<file path="src/rtl/npc_pkg.sv">
package npc_pkg;
    localparam int XLEN   = 32;
    localparam int OPC_W  = 6;
    localparam int RIDX_W = 5;
    localparam int OFF_W  = 16;
    localparam int JIDX_W = 26;
    localparam int STEP   = 4;

    localparam logic [OPC_W-1:0] OPC_JABS = 6'b000010;
    localparam logic [OPC_W-1:0] OPC_JREG = 6'b000011;
    localparam logic [OPC_W-1:0] OPC_BEQ  = 6'b000100;
    localparam logic [OPC_W-1:0] OPC_BNE  = 6'b000101;

    localparam logic [XLEN-1:0] IR_NOP   = '0;
    localparam logic [XLEN-1:0] PC_RESET = '0;

    typedef enum logic [2:0] {
        FLOW_SEQ,
        FLOW_JABS,
        FLOW_JREG,
        FLOW_BEQ,
        FLOW_BNE
    } flow_e;

    typedef struct packed {
        flow_e              kind;
        logic [RIDX_W-1:0]  ra;
        logic [RIDX_W-1:0]  rb;
        logic [OFF_W-1:0]   off;
        logic [JIDX_W-1:0]  jidx;
    } dec_t;

    typedef struct packed {
        logic n;
        logic v;
        logic c;
        logic z;
    } flags_t;

    typedef struct packed {
        logic [XLEN-1:0] pc;
        logic [XLEN-1:0] ir;
    } fetch_state_t;
endpackage

</file>
<file path="src/rtl/npc_decode.sv">
module npc_decode
    import npc_pkg::*;
#(
    parameter int W = XLEN
) (
    input  logic [W-1:0] ir,
    output dec_t         dec
);
    localparam int OPC_LSB = W - OPC_W;
    localparam int RA_LSB  = OPC_LSB - RIDX_W;
    localparam int RB_LSB  = RA_LSB - RIDX_W;

    logic [OPC_W-1:0] opc;

    always_comb begin
        opc      = ir[W-1 -: OPC_W];
        dec.ra   = ir[RA_LSB +: RIDX_W];
        dec.rb   = ir[RB_LSB +: RIDX_W];
        dec.off  = ir[OFF_W-1:0];
        dec.jidx = ir[JIDX_W-1:0];
        unique case (opc)
            OPC_JABS: dec.kind = FLOW_JABS;
            OPC_JREG: dec.kind = FLOW_JREG;
            OPC_BEQ:  dec.kind = FLOW_BEQ;
            OPC_BNE:  dec.kind = FLOW_BNE;
            default:  dec.kind = FLOW_SEQ;
        endcase
    end
endmodule

</file>
<file path="src/rtl/npc_compare.sv">
module npc_compare
    import npc_pkg::*;
#(
    parameter int W = XLEN
) (
    input  logic [W-1:0] op_a,
    input  logic [W-1:0] op_b,
    output flags_t       flags
);
    logic [W:0]   sum;
    logic [W-1:0] diff;

    always_comb begin
        sum     = {1'b0, op_a} + {1'b0, ~op_b} + {{W{1'b0}}, 1'b1};
        diff    = sum[W-1:0];
        flags.c = sum[W];
        flags.n = diff[W-1];
        flags.z = (diff == '0);
        flags.v = (op_a[W-1] ^ op_b[W-1]) & (diff[W-1] ^ op_a[W-1]);
    end
endmodule

</file>
<file path="src/rtl/npc_target.sv">
module npc_target
    import npc_pkg::*;
#(
    parameter int W = XLEN
) (
    input  logic [W-1:0]      pc_q,
    input  flow_e             kind,
    input  logic [OFF_W-1:0]  off,
    input  logic [JIDX_W-1:0] jidx,
    input  logic [W-1:0]      rs_a,
    input  logic              zero,
    output logic [W-1:0]      tgt,
    output logic              take
);
    localparam int SEXT_W = W - OFF_W - 2;
    localparam int KEEP_W = W - JIDX_W - 2;

    logic [W-1:0] rel_tgt;
    logic [W-1:0] abs_tgt;

    assign rel_tgt = pc_q + {{SEXT_W{off[OFF_W-1]}}, off, 2'b00};

    generate
        if (KEEP_W > 0) begin : g_keep_upper
            assign abs_tgt = {pc_q[W-1 -: KEEP_W], jidx, 2'b00};
        end else begin : g_full_field
            assign abs_tgt = {jidx[W-3:0], 2'b00};
        end
    endgenerate

    always_comb begin
        tgt  = rel_tgt;
        take = 1'b0;
        unique case (kind)
            FLOW_JABS: begin tgt = abs_tgt; take = 1'b1;  end
            FLOW_JREG: begin tgt = rs_a;    take = 1'b1;  end
            FLOW_BEQ:  begin tgt = rel_tgt; take = zero;  end
            FLOW_BNE:  begin tgt = rel_tgt; take = ~zero; end
            default:   begin tgt = rel_tgt; take = 1'b0;  end
        endcase
    end
endmodule

</file>
<file path="src/rtl/npc_unit.sv">
module npc_unit
    import npc_pkg::*;
(
    input  logic                clk,
    input  logic                rst,
    output logic [XLEN-1:0]     fetch_addr,
    input  logic [XLEN-1:0]     fetch_word,
    output logic [XLEN-1:0]     ir_word,
    output logic [RIDX_W-1:0]   rs_idx_a,
    output logic [RIDX_W-1:0]   rs_idx_b,
    input  logic [XLEN-1:0]     rs_val_a,
    input  logic [XLEN-1:0]     rs_val_b,
    output logic                flag_n,
    output logic                flag_v,
    output logic                flag_c,
    output logic                flag_z,
    output logic                redirect
);
    fetch_state_t    st_q;
    fetch_state_t    st_d;
    dec_t            dec;
    flags_t          flg;
    logic [XLEN-1:0] tgt;
    logic            take;

    npc_decode #(.W(XLEN)) u_dec (
        .ir  (st_q.ir),
        .dec (dec)
    );

    npc_compare #(.W(XLEN)) u_cmp (
        .op_a  (rs_val_a),
        .op_b  (rs_val_b),
        .flags (flg)
    );

    npc_target #(.W(XLEN)) u_tgt (
        .pc_q (st_q.pc),
        .kind (dec.kind),
        .off  (dec.off),
        .jidx (dec.jidx),
        .rs_a (rs_val_a),
        .zero (flg.z),
        .tgt  (tgt),
        .take (take)
    );

    always_comb begin
        st_d = st_q;
        if (rst) begin
            st_d.pc = PC_RESET;
            st_d.ir = IR_NOP;
        end else if (take) begin
            st_d.pc = tgt;
            st_d.ir = IR_NOP;
        end else begin
            st_d.pc = st_q.pc + XLEN'(STEP);
            st_d.ir = fetch_word;
        end
    end

    always_ff @(posedge clk) begin
        st_q <= st_d;
    end

    assign fetch_addr = st_q.pc;
    assign ir_word    = st_q.ir;
    assign rs_idx_a   = dec.ra;
    assign rs_idx_b   = dec.rb;
    assign flag_n     = flg.n;
    assign flag_v     = flg.v;
    assign flag_c     = flg.c;
    assign flag_z     = flg.z;
    assign redirect   = take;
endmodule

</file>
<file path="config.mk">
export PLATFORM = sky130hd
export DESIGN_NAME = npc_unit
export DESIGN_NICKNAME = d
export VERILOG_FILES = /design/src/rtl/npc_pkg.sv /design/src/rtl/npc_decode.sv /design/src/rtl/npc_compare.sv /design/src/rtl/npc_target.sv /design/src/rtl/npc_unit.sv
export SDC_FILE = /design/constraint.sdc
export NUM_CORES = 1
export LEC_CHECK = 0
export ABC_AREA = 1
export BUFFER_PORTS_ARGS = -buffer_cell sky130_fd_sc_hd__buf_2
export CAP_MARGIN = 20
export CORE_MARGIN = 2
export CORE_UTILIZATION = 45
export DETAILED_ROUTE_END_ITERATION = 16
export PLACE_DENSITY = 0.75
export SLEW_MARGIN = 20
export SYNTH_ARGS = -nofsm -noshare
export SYNTH_HDL_FRONTEND = slang
export SYNTH_SLANG_ARGS = --single-unit
export TNS_END_PERCENT = 10
</file>
<file path="constraint.sdc">
create_clock -name clk -period 7.1 [get_ports clk]
set_clock_uncertainty 0.2 [all_clocks]
set_input_delay 0.71 -clock clk [delete_from_list [all_inputs] [get_ports clk]]
set_output_delay 0.71 -clock clk [all_outputs]
set_load 0.05 [all_outputs]
</file>
Yosys cells after proc, flatten, opt, wreduce, memory -nomap -nowiden
Cells that the tools add are included.
{ "totals": {"ff_bits": 64, "in_bits": 98, "out_inout_bits": 79} }
{ "classes": {"addsub": 4, "n_eq_ne": 9, "n_mux": 4, "bitwise": 5, "reduce_logical": 3} }
{ "op_table": {"columns": ["op", "count"], "rows": [
  ["64-bit two-way mux", 1],
  ["32-bit case mux with 2 select lines", 1],
  ["32-bit by 32-bit adder with 33-bit output", 1],
  ["33-bit by 1-bit adder with 33-bit output (second input constant)", 1],
  ["32-bit by 3-bit adder with 32-bit output (second input constant)", 1],
  ["32-bit adder", 1],
  ["32-bit zero test", 1],
  ["32-bit inverter", 1],
  ["6-bit by 2-bit equality test with 1-bit output (second input constant)", 2],
  ["6-bit by 3-bit equality test with 1-bit output (second input constant)", 2],
  ["3-bit case mux with 4 select lines", 1],
  ["3-bit by 2-bit equality test with 1-bit output (second input constant)", 2],
  ["2-bit OR reduction", 2],
  ["3-bit by 1-bit equality test with 1-bit output (second input constant)", 1],
  ["3-bit equality test (second input constant)", 1],
  ["1-bit case mux with 3 select lines", 1],
  ["2-bit != test (second input constant)", 1],
  ["1-bit XOR", 2],
  ["1-bit AND", 1],
  ["1-bit inverter", 1]
]} }

Depth between registers and ports, before layout
Gate-level depths: netlist (run 1).
{ "depth": {"ltp_word": 7, "mapped_depth": 24, "depth_no_buf": 24} }

By module
From an unflattened synthesis (run 1), not the netlist that was laid out.
{ "hier_totals": {"hier_cells": 1706, "hier_area_um2": 8973.6} }
{ "by_module_without_submodules": {"columns": ["module", "n_inst", "cells_each", "area_per_inst_um2", "seq_area_each_um2"], "rows": [
  ["npc_unit", 1, 446, 2937.8, 1281.2],
  ["npc_target", 1, 582, 2801.4, 0.0],
  ["npc_compare", 1, 609, 2766.4, 0.0],
  ["npc_decode", 1, 69, 467.9, 0.0]
]} }

Worst setup path before layout (run 1)
No wires, ideal clock.
{ "synth_timing": {"path_type": "input port to output port", "from": "input rs_val_a[0]", "to": "output flag_z", "arrival_time_ns": 3.252, "required_time_ns": 6.190, "path_slack_ns": 2.938, "cell_stages": 15, "n_path_buf": 0, "path_cell_list": "inv_1 > ha_1 > fa_1 > inv_1 > nand3_1 > nand3_1 > inv_1 > nand2_1 > inv_1 > or3_1 > nor4b_1 > nand3_1 > a21oi_1 > nand4_1 > nor2_1"} }
{ "synth_between": {"elab_chain_len": 3} }
{ "synth_rtl": {"columns": ["element", "line_no", "text"], "rows": [
  ["from (decl)", "npc_unit.sv:11", "input logic [XLEN-1:0] rs_val_a,"],
  ["32-bit by 32-bit adder with 33-bit output", "npc_compare.sv:14", "sum = {1'b0, op_a} + {1'b0, ~op_b} + {{W{1'b0}}, 1'b1};"],
  ["33-bit by 1-bit adder with 33-bit output", "npc_compare.sv:14", null],
  ["32-bit zero test", "npc_compare.sv:18", "flags.z = (diff == '0);"],
  ["to (decl)", "npc_unit.sv:16", "output logic flag_z,"]
]} }
No other way between the ends.

Worst setup path after layout (run 1)
{ "layout_timing": {"from": "input rs_val_a[0]", "to": "output redirect"} }
{ "layout_between": {"elab_chain_len": 5} }
{ "layout_rtl": {"columns": ["element", "line_no", "text"], "rows": [
  ["32-bit by 32-bit adder with 33-bit output (*)", "npc_compare.sv:14", null],
  ["33-bit by 1-bit adder with 33-bit output (*)", "npc_compare.sv:14", null],
  ["32-bit zero test (*)", "npc_compare.sv:18", null],
  ["1-bit inverter", "npc_target.sv:38", "FLOW_BNE: begin tgt = rel_tgt; take = ~zero; end"],
  ["1-bit case mux with 3 select lines (*)", "npc_target.sv:34", "unique case (kind)"],
  ["to (decl)", "npc_unit.sv:17", "output logic redirect"]
]} }
Every way passes the cells marked *; elsewhere a longest branch is shown, timed or not.

==> results.py, run 1 <==
metrics = {
    "outcome": {
        "outcome": "complete, no violations",
    },
    "final_layout": {
        "nNetsFinal": 1683,
        "drive_above_1_share": 0.178,
        "layout.cells.non_filler": 1756,
        "syn_to_final_growth_pct": 16.4,
        "multi_input_area_mm2": 0.00556,
        "ff_latch_area_mm2": 0.00128,
        "nFillCells": 1859,
        "finalCoreUtilization": 0.536,
        "fin_area_mm2": 0.00931,
    },
    "critical_path": {
        "slowest_delay_ns": 0.59,
        "cp_slowest_cell": "nand3_4",
        "required_ns": 6.19,
        "critPathKind": "in -> out",
        "worstPathArrival_ns": 3.97,
        "ff2ff_setup_slack_ns": 2.76,
        "cp_max_fo": 45,
        "endpoint_kind": "output port",
        "start_kind": "primary input",
        "path_cells": "buf_2 -> inv_1 -> ha_1 -> fa_1 -> inv_1 -> nand3_1 -> nand3_1 -> nand2_1 -> nand2_1 -> nand3_1 -> nand3_1 -> nand2_1 -> nor2_1 -> nand2_1 -> nor2_1 -> nand4_2 -> nand3_4 -> buf_2",
    },
    "global_route": {
        "antenna_found_initial": 5,
        "grt_pass1_wl_um": 42000,
        "grt_use_total": 0.284,
        "gr-total-overflow": 0,
        "grt_max_degree": 46,
        "grt_pass1_vias": 8673,
    },
    "clock_network": {
        "clk_latency_ns": 0.35,
        "htree_levels": 3,
        "cts_tree": "done",
        "cts_sinks": 64,
        "holdBufCountCts": 0,
        "numCtsBuffers": 9,
        "cts_buffer_depth": 2,
        "clkTransAtPathRegs_ns": 0.05,
        "post-cts-setup-buffers": 0,
        "cts_root_buffer": "clkbuf_16",
        "cts-resized-gates": 0,
    },
    "run": {
        "max_cap_violations": 0,
    },
    "synth": {
        "yosysTopAreaCellShare": 0.186,
        "synth_top_family_by_area": "simple AND/OR/NAND/NOR gates",
        "synth_area_leaders": "nand2_1 19%, dfxtp_1 16%, inv_1 11%, ha_1 9.7%, nor2_1 5.6%",
        "synth_simple_gate_area_frac": 0.414,
        "synth-compound-area-share": 0.127,
        "synth_common_cells": "396 x nand2_1, 238 x inv_1, 119 x nor2_1",
        "synth_xor_area_frac": 0.0515,
        "yosys_register_bits": 64,
        "syn_nets": 1524,
        "synth_edf_count": 0,
        "yosysTopAreaCell": "nand2_1",
        "synth_cell_type_count": 47,
        "synth_adder_area_share": 0.102,
        "yosysWarnings": 0,
        "yosysMostFrequentCell": "nand2_1",
        "synth.yosys.seq_area_share": 0.160,
        "synthCells": 1362,
        "async_reset_ff_frac": 0,
        "yosys-mux-area-fraction": 0,
        "yosys_most_used_dff": "dfxtp_1",
        "netlist_area_mm2": 0.00800,
        "avgSynthCellArea_um2": 5.87,
    },
    "place": {
        "portBuffers": 176,
        "dpl.hpwl_um": 21900,
        "place_ws_ns": 2.26,
        "dpl_cell_area_mm2": 0.00897,
        "gp_congestion": 0.968,
        "dp.cells": 1735,
    },
    "die": {
        "row_count": 48,
        "core_area_mm2": 0.0174,
        "die_h_um": 137,
        "io_pins": 177,
        "initial_core_util": 0.461,
        "dieWidth_um": 137,
        "die_area_mm2": 0.0189,
    },
    "route": {
        "ant_nets": 0,
        "wl_per_cell_um": 15.3,
        "drc": 0,
        "vias": 9244,
        "drt_iter0_drc": 912,
        "wl_um": 26900,
        "vias_per_cell": 5.26,
        "first_pass_iters": 6,
    },
    "timing": {
        "tns_ns": 0,
        "fmax_mhz": 205,
        "max-slew-margin-rel": 0.387,
        "slew_viol_final": 0,
        "finalSetupViolCount": 0,
        "fin_crit_sh": 0.687,
        "period_needed_ns": 4.88,
        "worst_slew_pin_slew_ns": 0.919,
        "hold_viol_final": 0,
        "layout_setup_ws_ns": 2.22,
        "rsz0062_at_grt": "no",
    },
    "power_and_ir_drop": {
        "leakage_nw": 5.18,
        "power.density_mw_per_mm2": 167,
        "vdd_drop_max_v": 0.000121,
    },
    "min_path": {
        "hold_path_class": "reg -> reg",
    },
}
[sequential cells by signal, indices dropped and copies added (netlist names)]
signal and flops:
fetch_addr 32, ir_word 32
[worst paths after layout]
path                                    from                          to  cells after the start
hold reg to reg   fetch_addr[0]$_SDFFE_PP0P_  fetch_addr[0]$_SDFFE_PP0P_                      2
hold / removal    fetch_addr[0]$_SDFFE_PP0P_  fetch_addr[0]$_SDFFE_PP0P_                      2
setup / recovery                 rs_val_a[0]                    redirect                     18
setup reg to reg      ir_word[31]$_SDFF_PP0_   fetch_addr[11]$_SDFF_PP0_                     11
[area by class of cell]
type / instances / area share
Multi-Input combinational cell: 1013 / 0.597
Clock buffer: 11 / 0.0261
Sequential cell: 64 / 0.138
Clock inverter: 5 / 0.00860
Tap cell: 225 / 0.0302
Antenna cell: 5 / 0.00134
Timing Repair Buffer: 178 / 0.0962
Inverter: 255 / 0.103
[cells by family (layout without fill, tap and decap cells)]
group | after synthesis | count (layout)
flip-flops | 64 | 64
AO/OA/AOI/OAI | 182 | 182
buffers and inverters | 285 | 449
AND/OR/NAND/NOR | 720 | 720
adder cells (fa/ha/maj) | 64 | 64
XOR/XNOR | 47 | 47
other | 0 | 5
[metal layers]
metal / vias to the layer above / part of all wire / global-route usage
met5: - / 0 / 0
met4: 0 / 0.032 / 0.120
met3: 61 / 0.057 / 0.0316
met2: 331 / 0.48 / 0.494
met1: 4200 / 0.43 / 0.355
li1: 4652 / - / -
[critical path, delay by kind of cell]
| family | cells | cell delay (ns) |
|---|---|---|
| buf+inv | 4 | 0.62 |
| simple gates | 12 | 2.01 |
| fa+ha+maj | 2 | 0.61 |
[through the flow]
step | hold slack, ns | power (mW)
4_1_cts | 0.289 | 1.54
5_1_grt | 0.307 | 1.64
3_3_place_gp | 0.249 | 1.05
2_1_floorplan | 0.486 | 0.899
3_5_place_dp | 0.279 | 1.05
6_report | 0.287 | 1.55
[placed cells by master (no fill, tap or decap), drive strengths merged, types with 7 or more instances in the layout]
cell,instances
nand2,405
inv,253
buf,178
nor2,161
a21oi,88
nand3,75
dfxtp,64
ha,62
o21ai,55
xor2,35
nand4,35
nor3,19
a22oi,17
xnor2,12
clkbuf,11
nor4,7
[power breakdown]
| part | internal, mW | switching (mW) |
|---|---|---|
| Clock | 0.316 | 0.178 |
| Sequential | 0.385 | 0.0333 |
| Combinational | 0.198 | 0.441 |
| Total | 0.899 | 0.652 |
Power figures use the tool's default switching activity.
==> run 2, diff against run 1 <==
- clock period: 7.1 -> 4.59 ns (I/O delays scaled with it)
==> run 2 against run 1 <==
Net effect:
- register-to-register slack got worse by 1.4 ns
- sequential share of layout area decreased by 0.11 points
- die area unchanged
- non-clock buffer count up 7
- via count barely moved
- final cell count is 0.40% higher
- core utilization increased by 0.43 points
- first-iteration DRC count is 19% lower
- clock power is 50% higher
- critical endpoint unchanged
- largest cell class unchanged
- largest power group unchanged
==> results.py, run 2 (synthesis gave the netlist of run 1 again) <==
metrics = {
    "timing": {
        "max-slew-margin-rel": 0.524,
        "rsz0062_at_grt": "no",
        "tns_ns": 0,
        "worst_slew_pin_slew_ns": 0.713,
        "period_needed_ns": 4.11,
        "fin_crit_sh": 0.896,
        "finalSetupViolCount": 0,
        "fmax_mhz": 243,
        "hold_viol_final": 0,
        "slew_viol_final": 0,
    },
    "clock_network": {
        "cts_root_buffer": "clkbuf_16",
        "cts_tree": "done",
        "htree_levels": 3,
        "cts_buffer_depth": 2,
        "holdBufCountCts": 0,
        "numCtsBuffers": 9,
        "cts-resized-gates": 0,
        "clk_latency_ns": 0.34,
        "post-cts-setup-buffers": 0,
        "cts_sinks": 64,
        "clkTransAtPathRegs_ns": 0.05,
    },
    "global_route": {
        "antenna_found_initial": 5,
        "grt_use_total": 0.279,
        "grt_pass1_vias": 8546,
        "grt_max_degree": 32,
        "grt_use_met1": 0.343,
        "grt_pass1_wl_um": 41200,
        "grtUsageMet2": 0.502,
        "gr-total-overflow": 0,
        "use_met3": 0.0338,
        "top_usage_layer": "met2",
    },
    "die": {
        "core_area_mm2": 0.0174,
        "die_area_mm2": 0.0189,
        "die_h_um": 137,
        "io_pins": 177,
        "row_count": 48,
        "initial_core_util": 0.461,
        "dieWidth_um": 137,
    },
    "power_and_ir_drop": {
        "p_int_mw": 1.39,
        "vdd_drop_max_v": 0.000214,
        "switching_share": 0.417,
        "combPwrFrac": 0.418,
        "seqPwrFrac": 0.271,
        "p_sw_mw": 0.993,
        "finalPower_mw": 2.38,
        "power.density_mw_per_mm2": 254,
        "leakage_nw": 5.24,
        "clkPwrFrac": 0.311,
    },
    "place": {
        "dpl.hpwl_um": 21700,
        "gp_congestion": 1.02,
        "portBuffers": 176,
    },
    "route": {
        "vias_per_cell": 5.24,
        "first_pass_iters": 5,
        "wl_per_cell_um": 15.1,
        "drc": 0,
        "ant_nets": 0,
        "drt_iter0_drc": 740,
        "vias": 9235,
        "wl_um": 26600,
    },
    "critical_path": {
        "start_kind": "primary input",
        "endpoint_kind": "output port",
        "path_delay_family": "simple AND/OR/NAND/NOR gates",
        "path_buf_inv": 4,
        "slowest_delay_ns": 0.40,
        "worstPathArrival_ns": 3.45,
        "critPathKind": "in -> out",
        "cp_slowest_cell": "fa_1",
        "required_ns": 3.93,
        "cp_max_fo": 22,
        "path_cells": "buf_2 -> inv_1 -> ha_1 -> fa_1 -> inv_1 -> nand3_1 -> nand3_1 -> nand2_1 -> nand2_1 -> nand2_1 -> nand4_1 -> nand2_1 -> nor2_1 -> nand2_1 -> nor2_2 -> nand3_1 -> nand2_2 -> nand3_4 -> buf_2",
        "crit_top_cell": "nand2_1",
    },
    "final_layout": {
        "nNetsFinal": 1690,
        "final_common_cell": "nand2_1",
        "nFillCells": 1794,
        "mostFrequentLayoutCells": "396 x nand2_1, 238 x inv_1, 176 x buf_2",
        "drive_above_1_share": 0.181,
        "syn_to_final_growth_pct": 17.3,
    },
    "run": {
        "max_cap_violations": 0,
    },
    "min_path": {
        "hold_path_class": "in -> reg",
    },
    "outcome": {
        "outcome": "complete, no violations",
    },
}
-- run 2: cell types whose count changed in the layout (fill, tap and decap cells not counted) --
cell,before,now
buf_12,0,2
bufinv_16,2,1
clkinvlp_4,2,0
clkbuf_8,1,4
buf_4,2,7
-- run 2: worst paths after layout --
| kind | slack, ns | cells after the start | start | to |
|---|---|---|---|---|
| worst max-delay path | 0.48 | 19 | rs_val_a[0] | redirect |
| worst min register to register | 0.27 | 2 | fetch_addr[1]$_SDFFE_PP0P_ | fetch_addr[1]$_SDFFE_PP0P_ |
| worst min-delay path | 0.13 | 3 | fetch_word[25] | ir_word[25]$_SDFF_PP0_ |
| worst max register to register | 1.34 | 14 | ir_word[15]$_SDFF_PP0_ | fetch_addr[28]$_SDFFE_PP0P_ |
-- run 2: power by group through the flow --
| stage | logic, mW | clock network [mW] | registers, mW |
|---|---|---|---|
| 2_1_floorplan | 0.614 | 0 | 0.777 |
| 3_3_place_gp | 0.974 | 0 | 0.656 |
| 3_5_place_dp | 0.981 | 0 | 0.656 |
| 4_1_cts | 0.987 | 0.741 | 0.645 |
| 5_1_grt | 1.10 | 0.767 | 0.651 |
| 6_report | 0.994 | 0.740 | 0.646 |
-- run 2: area by class of cell --
cell class,instances,area (um^2),share of cell area
sequential,64,1280,0.137
clock buffer,14,284,0.0303
multi-input combinational,1013,5560,0.592
tap,225,282,0.0300
inverter,255,960,0.102
timing repair buffer,185,973,0.104
clock inverter,2,35.0,0.00373
antenna,5,12.5,0.00133
-- run 2: through the flow --
step,cell area [um^2],instances,hold WS [ns],util,setup slack [ns]
finish,9380,1763,0.127,0.541,0.478
global route,9380,1763,0.144,0.541,0.247
CTS,9370,1758,0.126,0.540,0.562
detailed placement,9050,1742,0.258,0.521,0.574
global placement,9050,1742,0.250,0.521,0.636
floorplan,8000,1362,0.371,-,0.930
-- run 2: routing by layer --
layer | wire, um | vias to the layer above | share of wire
li1 | - | 4660 | -
met1 | 11200 | 4188 | 0.42
met2 | 13000 | 332 | 0.49
met3 | 1680 | 55 | 0.063
met4 | 709 | 0 | 0.027
met5 | 0 | - | 0
-- run 2: worst reg2reg max path, cell delays in order (launching register included) --
cell and delay, ns:
dfxtp_1 0.77, ha_1 0.42, a21oi_1 0.24, o21ai_0 0.15, a21oi_1 0.14, nand3_1 0.23, nand3_1 0.14, o211ai_1 0.11
or2_2 0.28, nand3_1 0.09, nand2_1 0.06, nand2_1 0.06, nand3_1 0.13, nand2_1 0.10, inv_1 0.03
